<file path="config.mk">
export PLATFORM = sky130hd
export DESIGN_NAME = vpw_line_if
export DESIGN_NICKNAME = d
export VERILOG_FILES = /design/src/rtl/vpw_pkg.sv /design/src/rtl/vpw_nb_select.sv /design/src/rtl/vpw_nb_timer.sv /design/src/rtl/vpw_line_mux.sv /design/src/rtl/vpw_line_if.sv
export SDC_FILE = /design/constraint.sdc
export NUM_CORES = 1
export LEC_CHECK = 0
export CORE_MARGIN = 3
export CORE_UTILIZATION = 50
export DETAILED_ROUTE_END_ITERATION = 12
export GPL_ROUTABILITY_DRIVEN = 0
export PLACE_DENSITY_LB_ADDON = 0.08
export SLEW_MARGIN = 20
export SYNTH_ARGS = -nofsm -noshare
export SYNTH_HDL_FRONTEND = slang
export SYNTH_SLANG_ARGS = --single-unit
</file>
<file path="constraint.sdc">
create_clock -name clk -period 2.34 [get_ports clk]
set_input_delay 0.234 -clock clk [delete_from_list [all_inputs] [get_ports clk]]
set_output_delay 0.234 -clock clk [all_outputs]
set_load 0.03 [all_outputs]
</file>
<file path="src/rtl/vpw_pkg.sv">
// Shared types for the VPW line interface.
package vpw_pkg;
    // Which of the two pulse lengths a normalization bit uses.
    typedef enum logic {
        NB_SHORT = 1'b0,
        NB_LONG  = 1'b1
    } nb_len_e;
endpackage

</file>
<file path="src/rtl/vpw_nb_select.sv">
// Picks the pulse length for a normalization bit.
// Assumes: symbol set 0 gives the long pulse to a CRC response; set 1 swaps this.
module vpw_nb_select
    import vpw_pkg::*;
(
    input  logic    with_crc,
    input  logic    alt_set,
    output nb_len_e len_sel
);
    // Map the response type and symbol set onto a length.
    always_comb begin
        if (with_crc != alt_set) len_sel = NB_LONG;
        else                     len_sel = NB_SHORT;
    end
endmodule

</file>
<file path="src/rtl/vpw_nb_timer.sv">
// Times the active pulse of the normalization bit in ticks of the timebase.
// Assumes: tick is a one-cycle enable. A start is accepted only while idle.
module vpw_nb_timer
    import vpw_pkg::*;
#(
    parameter int SHORT_US = 64,
    parameter int LONG_US  = 128,
    localparam int CNT_W   = $clog2(LONG_US + 1)
) (
    input  logic    clk,
    input  logic    rst_n,
    input  logic    tick,
    input  logic    start,
    input  nb_len_e len_sel,
    output logic    busy,
    output logic    done
);
    logic [CNT_W-1:0] cnt;
    logic [CNT_W-1:0] last;

    // Pulse state: accept a start, count ticks, finish on the last tick.
    always_ff @(posedge clk) begin
        if (!rst_n) begin
            busy <= 1'b0;
            done <= 1'b0;
            cnt  <= '0;
            last <= '0;
        end else begin
            done <= 1'b0;
            if (!busy) begin
                if (start) begin
                    busy <= 1'b1;
                    cnt  <= '0;
                    last <= (len_sel == NB_LONG) ? CNT_W'(LONG_US - 1)
                                                 : CNT_W'(SHORT_US - 1);
                end
            end else if (tick) begin
                if (cnt == last) begin
                    busy <= 1'b0;
                    done <= 1'b1;
                end else begin
                    cnt <= cnt + 1'b1;
                end
            end
        end
    end
endmodule

</file>
<file path="src/rtl/vpw_line_mux.sv">
// Routes the transmit and receive levels between the engine and the pins.
// Assumes: rx_pin is already synchronized; internal levels are active-high.
module vpw_line_mux (
    input  logic tx_level,
    input  logic nb_busy,
    input  logic loopback,
    input  logic rx_invert,
    input  logic rx_pin,
    output logic tx_pin,
    output logic rx_line
);
    logic tx_drive;

    // Merge the engine level with the normalization pulse.
    always_comb tx_drive = tx_level | nb_busy;

    // Gate the pin to passive in loopback, otherwise pass the drive through.
    always_comb tx_pin = loopback ? 1'b0 : tx_drive;

    // Choose the looped level, or the pin with polarity correction.
    always_comb rx_line = loopback ? tx_drive : (rx_pin ^ rx_invert);
endmodule

</file>
<file path="src/rtl/vpw_line_if.sv">
// Top of the VPW line interface: polarity, loopback and the normalization pulse.
// Assumes: the bit filter and symbol decoder sit behind rx_line, outside this block.
module vpw_line_if
    import vpw_pkg::*;
#(
    parameter int SHORT_US = 64,
    parameter int LONG_US  = 128
) (
    input  logic clk,
    input  logic rst_n,
    input  logic tick_us,
    input  logic cfg_rx_invert,
    input  logic cfg_loopback,
    input  logic cfg_nb_alt,
    input  logic nb_start,
    input  logic nb_with_crc,
    input  logic tx_level,
    input  logic rx_pin,
    output logic tx_pin,
    output logic rx_line,
    output logic nb_done
);
    nb_len_e len_sel;
    logic    nb_busy;

    vpw_nb_select u_sel (
        .with_crc (nb_with_crc),
        .alt_set  (cfg_nb_alt),
        .len_sel  (len_sel)
    );

    vpw_nb_timer #(
        .SHORT_US (SHORT_US),
        .LONG_US  (LONG_US)
    ) u_timer (
        .clk     (clk),
        .rst_n   (rst_n),
        .tick    (tick_us),
        .start   (nb_start),
        .len_sel (len_sel),
        .busy    (nb_busy),
        .done    (nb_done)
    );

    vpw_line_mux u_mux (
        .tx_level  (tx_level),
        .nb_busy   (nb_busy),
        .loopback  (cfg_loopback),
        .rx_invert (cfg_rx_invert),
        .rx_pin    (rx_pin),
        .tx_pin    (tx_pin),
        .rx_line   (rx_line)
    );
endmodule

</file>
======== Word level (Yosys, flattened, before mapping) ========
Index checks and enable logic that the tools add are counted.
operators by class
  multiplexer cells ....................... 13
  reductions and logical operators ........ 4
  bitwise gates (word level) .............. 3
  $lt $le $gt $ge ......................... 0
  multipliers ............................. 0
  equal/unequal tests ..................... 4
  add/sub/neg operators ................... 1
  shifts and indexed selects .............. 0
  divide/modulo/power cells ............... 0
operator list
  operator               count
  $mux W8                4
  $add A8 B1 Y8 const B  1
  $eq A8 B8 Y1           1
  $mux W1                8
  $mux W7                1
  $reduce_and A3 Y1      2
  $ne A2 B2 Y1 const B   2
  $reduce_and A2 Y1      1
  $reduce_bool A2 Y1     1
  $ne A1 B1 Y1           1
  $not A1 Y1             1
  $or A1 B1 Y1           1
  $xor A1 B1 Y1          1
word-level totals
  latch bits .............................. 0
  input bits .............................. 10
  logic and storage cells ................. 29
  output and inout port bits .............. 3
  bits in registers ....................... 18
  ROM bits ................................ 0
  memories kept ........................... 0
  bits in writable memories ............... 0

======== Logic depth before layout (Yosys ltp) ========
  word-level depth ........................ 4
  depth in mapped cells ................... 6
  gate-level depth less buffers ........... 5

======== Cells and area by module ========
Synthesis repeated with hierarchy kept, for this count alone.
second synthesis, totals
  cells, all modules ...................... 83
  area, all modules ....................... 665.6 um^2
modules (own cells, without submodules)
  module         cells an instance  area an instance (um^2)  times used  seq. area each (um^2)
  vpw_nb_timer   77                 630.6                    1           240.2
  vpw_line_mux   5                  26.3                     1           0.0
  vpw_nb_select  1                  8.8                      1           0.0

======== Worst setup path after synthesis ========
Ideal clock, no wire load.
  kind .................................... register to register
  start point ............................. register u_timer.cnt[2]
  end point ............................... register u_timer.cnt[4]
  arrival ................................. 1.484 ns
  stages on the path, launching flop included .. 6
  data required time ...................... 2.249 ns
  buffers on the path ..................... 0
  clock period less this slack ............ 1.575 ns
  setup time .............................. 0.091 ns
  setup slack ............................. 0.765 ns
  cell sequence ........................... dfxtp_1 and4_4 nand4_2 a211o_1 a21o_1 a311oi_1
between the ends
  cells in the longest elaborated chain, start to end .. 4
  elaborated cells on any way between the ends .. 7
  those cells by class .................... 1 x add/sub; 2 x eq/ne; 3 x mux; 1 x reduce/logical
ends and longest elaborated chain
  element                 line                RTL
  from (decl)             vpw_nb_timer.sv:18  logic [CNT_W-1:0] cnt;
  from (signal assigned)  vpw_nb_timer.sv:42  cnt <= cnt + 1'b1;
  $add A8 B1 Y8           vpw_nb_timer.sv:42
  $mux W8                 vpw_nb_timer.sv:38  if (cnt == last) begin
  $mux W8                 vpw_nb_timer.sv:37  end else if (tick) begin
  $mux W8                 vpw_nb_timer.sv:30  if (!busy) begin
Parallel ways exist; a longest one is shown, timed or not. The select of a mux whose other input is x is not followed.
A chain may end at the register's enable or synchronous reset.

======== Worst setup path in the final report ========
  start point ............................. register u_timer.busy
  end point ............................... output rx_line
between the ends
  cells in the longest elaborated chain, start to end .. 2
ends and longest elaborated chain
  element                 line                RTL
  from (decl)             vpw_nb_timer.sv:15  output logic busy,
  from (signal assigned)  vpw_nb_timer.sv:24  busy <= 1'b0;
  from (signal assigned)  vpw_nb_timer.sv:32  busy <= 1'b1;
  from (signal assigned)  vpw_nb_timer.sv:39  busy <= 1'b0;
  $or A1 B1 Y1            vpw_line_mux.sv:15  always_comb tx_drive = tx_level | nb_busy;
  $mux W1                 vpw_line_mux.sv:21  always_comb rx_line = loopback ? tx_drive : (rx_pin ^ rx_invert);
  to (decl)               vpw_line_if.sv:20   output logic rx_line,
Every way passes these cells.

==> results by group <==
Detailed routing
  – Wirelength per Cell: about 14 µm
  – Via count: 645
  – Remaining antenna violation count: 0
  – First-pass detailed-route iteration total: 4
  – Drt drc: 0
  – Drt first-iter violations: 12
  – Vias per Instance: 6.14
  – DRT Wirelength: 1490 µm

Floorplanning
  – Chip width: 42.8 µm
  – Cell Rows: 12
  – Core area: 1190 µm²
  – Ports: 13
  – Starting density of the core: 57.0%
  – Full die area: 1830 µm²
  – Die Ht: 42.8 µm

GRT
  – Overflow after GRT: 0
  – Largest net degree at the start of global routing: 11
  – Global-route wire length before repair: 2480 µm
  – Number of global-route vias before repair: 603
  – Tot GR Track Use: ~18%
  – Antenna violations before repair: 0

Clock network
  – CTS Hold Bufs: 0
  – Resized cells post-CTS: 0
  – Skew-Pair Late Insertion Delay: 0.28 ns
  – H-Tree Level Count: 1
  – CTS Buf Count: 3
  – CTS max path bufs: 2
  – CTS sink cnt: 12
  – CTS tree: done
  – Clk Tree Root Cell: clkbuf_4
  – Clock slew at reported path FFs: around 0.080 ns
  – Post-CTS Setup Inserts: 0

Run status
  – Outcome: finished, final reports clean

Synth
  – Synth area leader: dfxtp_1
  – Synth Instances: 79
  – Synth unique cells: 35
  – Syn_nets: 90
  – Compound-Gate Fraction of Synth Area: 22.0%
  – Synth area leaders: dfxtp_1 36%, nand3_1 5.9%, a21oi_1 3.7%
  – Main combinational cell family by area after synthesis: simple AND/OR/NAND/NOR gates
  – Ys Warns: 0
  – Post-Synth Simple-Gate Area: 29.6%
  – Seq/Total Area, Yosys: 35.6%
  – Post-synthesis mux area share: 1.48%
  – Synth Area in Adders: between 1.5 and 2%
  – Synthesized area per cell: 8.55 µm²
  – Synthesized cell area: slightly below 700 µm²
  – Share of the synthesized area in the top cell type: between 30% and 40%
  – Xor-xnor portion of the synthesized cell area: 3.89%
  – Register bit total from synthesis: 12

Power and ir drop
  – Combinational share of power: 19.6%
  – NetSw: 125 µW
  – Power Density: 533 nW/µm²
  – Switching share of power: 28.8%
  – LEAKAGE: a little under 0.3 nW
  – Sequential share of power: between 50 and 60%
  – Int Power: ~310 µW
  – Worst vdd ir: 0.323 mV
  – Power share of the clock group: 30.1%

Setup path
  – Critical path fanouts, max: 10
  – CP endpoint kind: output pin
  – CP required: 2.11 ns
  – Worst setup path class: flop to output pin
  – Data arrival time of the worst path: 1.72 ns
  – Startpoint Class: flop

STA
  – Final setup fails: 0
  – Max-slew headroom: 69.6%
  – Fin. max-slew vios: 0
  – Min Tclk post-route: between 1.5 and 2 ns
  – RSZ-0062 raised after global routing: no
  – Tightest Pin Transition: around 0.46 ns
  – Tcrit/Tclk final: between 80% and 90%
  – Hold WS: just over 0.5 ns
  – Fmax: 0.513 GHz
  – Fin Setup TNS: 0 ns
  – Skew final: ~0.0060 ns
  – Fin. Hold Viols: 0

Finish
  – Fraction of layout cells with a size suffix above 1: 9.89%
  – Layout fillers: between 100 and 150
  – Net count reported at finish: 104
  – Area Growth Syn to Fin: 20.4%
  – ANT cells: 0

Placed design
  – IO Port Bufs: 12
  – Detailed placer's ending HPWL: 1110 µm

Worst hold path
  – HP Class: flop to flop

Job
  – Max_cap viols: 0
through the flow:
stage / area [µm²] / worst slack (ns) / std cells / total power, mW / utilization, %
2_1_floorplan: 676 / 0.765 / 79 / 0.277 / -
3_3_place_gp: 791 / 0.429 / 102 / 0.305 / 66.7
3_5_place_dp: 791 / 0.407 / 102 / 0.308 / 66.7
4_1_cts: 813 / 0.393 / 105 / 0.437 / 68.6
5_1_grt: 813 / 0.273 / 105 / 0.453 / 68.6
6_report: 813 / 0.390 / 105 / 0.433 / 68.6
power groups by stage:
stage                     Combinational, mW  Sequential [mW]  Clock, mW
after floorplan                      0.0570            0.220          0
after global placement               0.0830            0.222          0
after detailed placement             0.0846            0.223          0
after CTS                            0.0851            0.218      0.133
after global routing                 0.0931            0.219      0.141
final                                0.0851            0.218      0.130
final timing paths:
path | from | end | slack [ns] | cells past startpoint
hold / removal | u_timer.cnt[6] | u_timer.cnt[6] | 0.50 | 1
setup / recovery | u_timer.busy | rx_line | 0.39 | 3
setup reg to reg | u_timer.cnt[2] | u_timer.cnt[6] | 0.42 | 5
hold reg to reg | u_timer.cnt[6] | u_timer.cnt[6] | 0.50 | 1
metal layers:
layer,vias to the layer above,GRT usage [%],wire [µm]
met3,5,2.97,93
li1,325,-,-
met5,-,0,0
met1,293,21.2,685
met2,22,29.3,673
met4,0,12.4,36
cells by family after synthesis:
group,after synthesis
xor gates and xnor gates,3
adders and majority gates,1
AOI/OAI and AO/OA,21
buffers and inverters,6
muxes,1
and+or+nand+nor,35
DFF,12
cell usage after synthesis (all sizes together):
library cell	count
a211o	1
a211oi	2
a21o	1
a21oi	5
a311oi	2
a31oi	1
and2	1
and4	1
buf	3
clkbuf	1
dfxtp	12
ha	1
inv	2
mux2i	1
nand2	2
nand2b	2
nand3	8
nand4	5
nand4b	1
nor2	6
nor2b	1
nor3	3
nor4	1
o2111ai	1
o211ai	2
o21a	1
o21ai	3
o21ba	1
o21bai	1
or3	4
xnor2	1
xor2	2
layout by cell type, fill, tap and decap left out, drive strengths merged, types with 2 or more instances in the layout:
cell | Yosys | layout
a211oi | 2 | 2
a21oi | 5 | 5
a311oi | 2 | 2
clkbuf | 1 | 3
clkdlybuf4s50 | 0 | 12
dfxtp | 12 | 12
inv | 2 | 2
nand2 | 2 | 2
nand2b | 2 | 2
nand3 | 8 | 8
nand4 | 5 | 5
nor2 | 6 | 6
nor3 | 3 | 3
o211ai | 2 | 2
o21ai | 3 | 3
or3 | 4 | 4
xor2 | 2 | 2
worst max-delay path, stage by stage (launching register included):
cell	delay, ns
dfxtp_1	0.49
nor2_1	0.11
a21oi_1	0.15
clkdlybuf4s50_1	0.68
flip-flops by register name, indices dropped and copies added, names as in the netlist:
register,cells
u_timer.busy,1
u_timer.done,1
u_timer.last,2
u_timer.cnt,8
cell type report:
type                    instances  area (µm²)  share of cell area [%]
well taps                      14        17.5                    2.15
multi-input cells              61         398                    48.9
clock buffers                   3        22.5                    2.77
inverters                       2        7.51                   0.923
flip-flops and latches         12         240                    29.5
repair buffers                 13         128                    15.7
No activity file was read; power rests on OpenSTA's default activity.
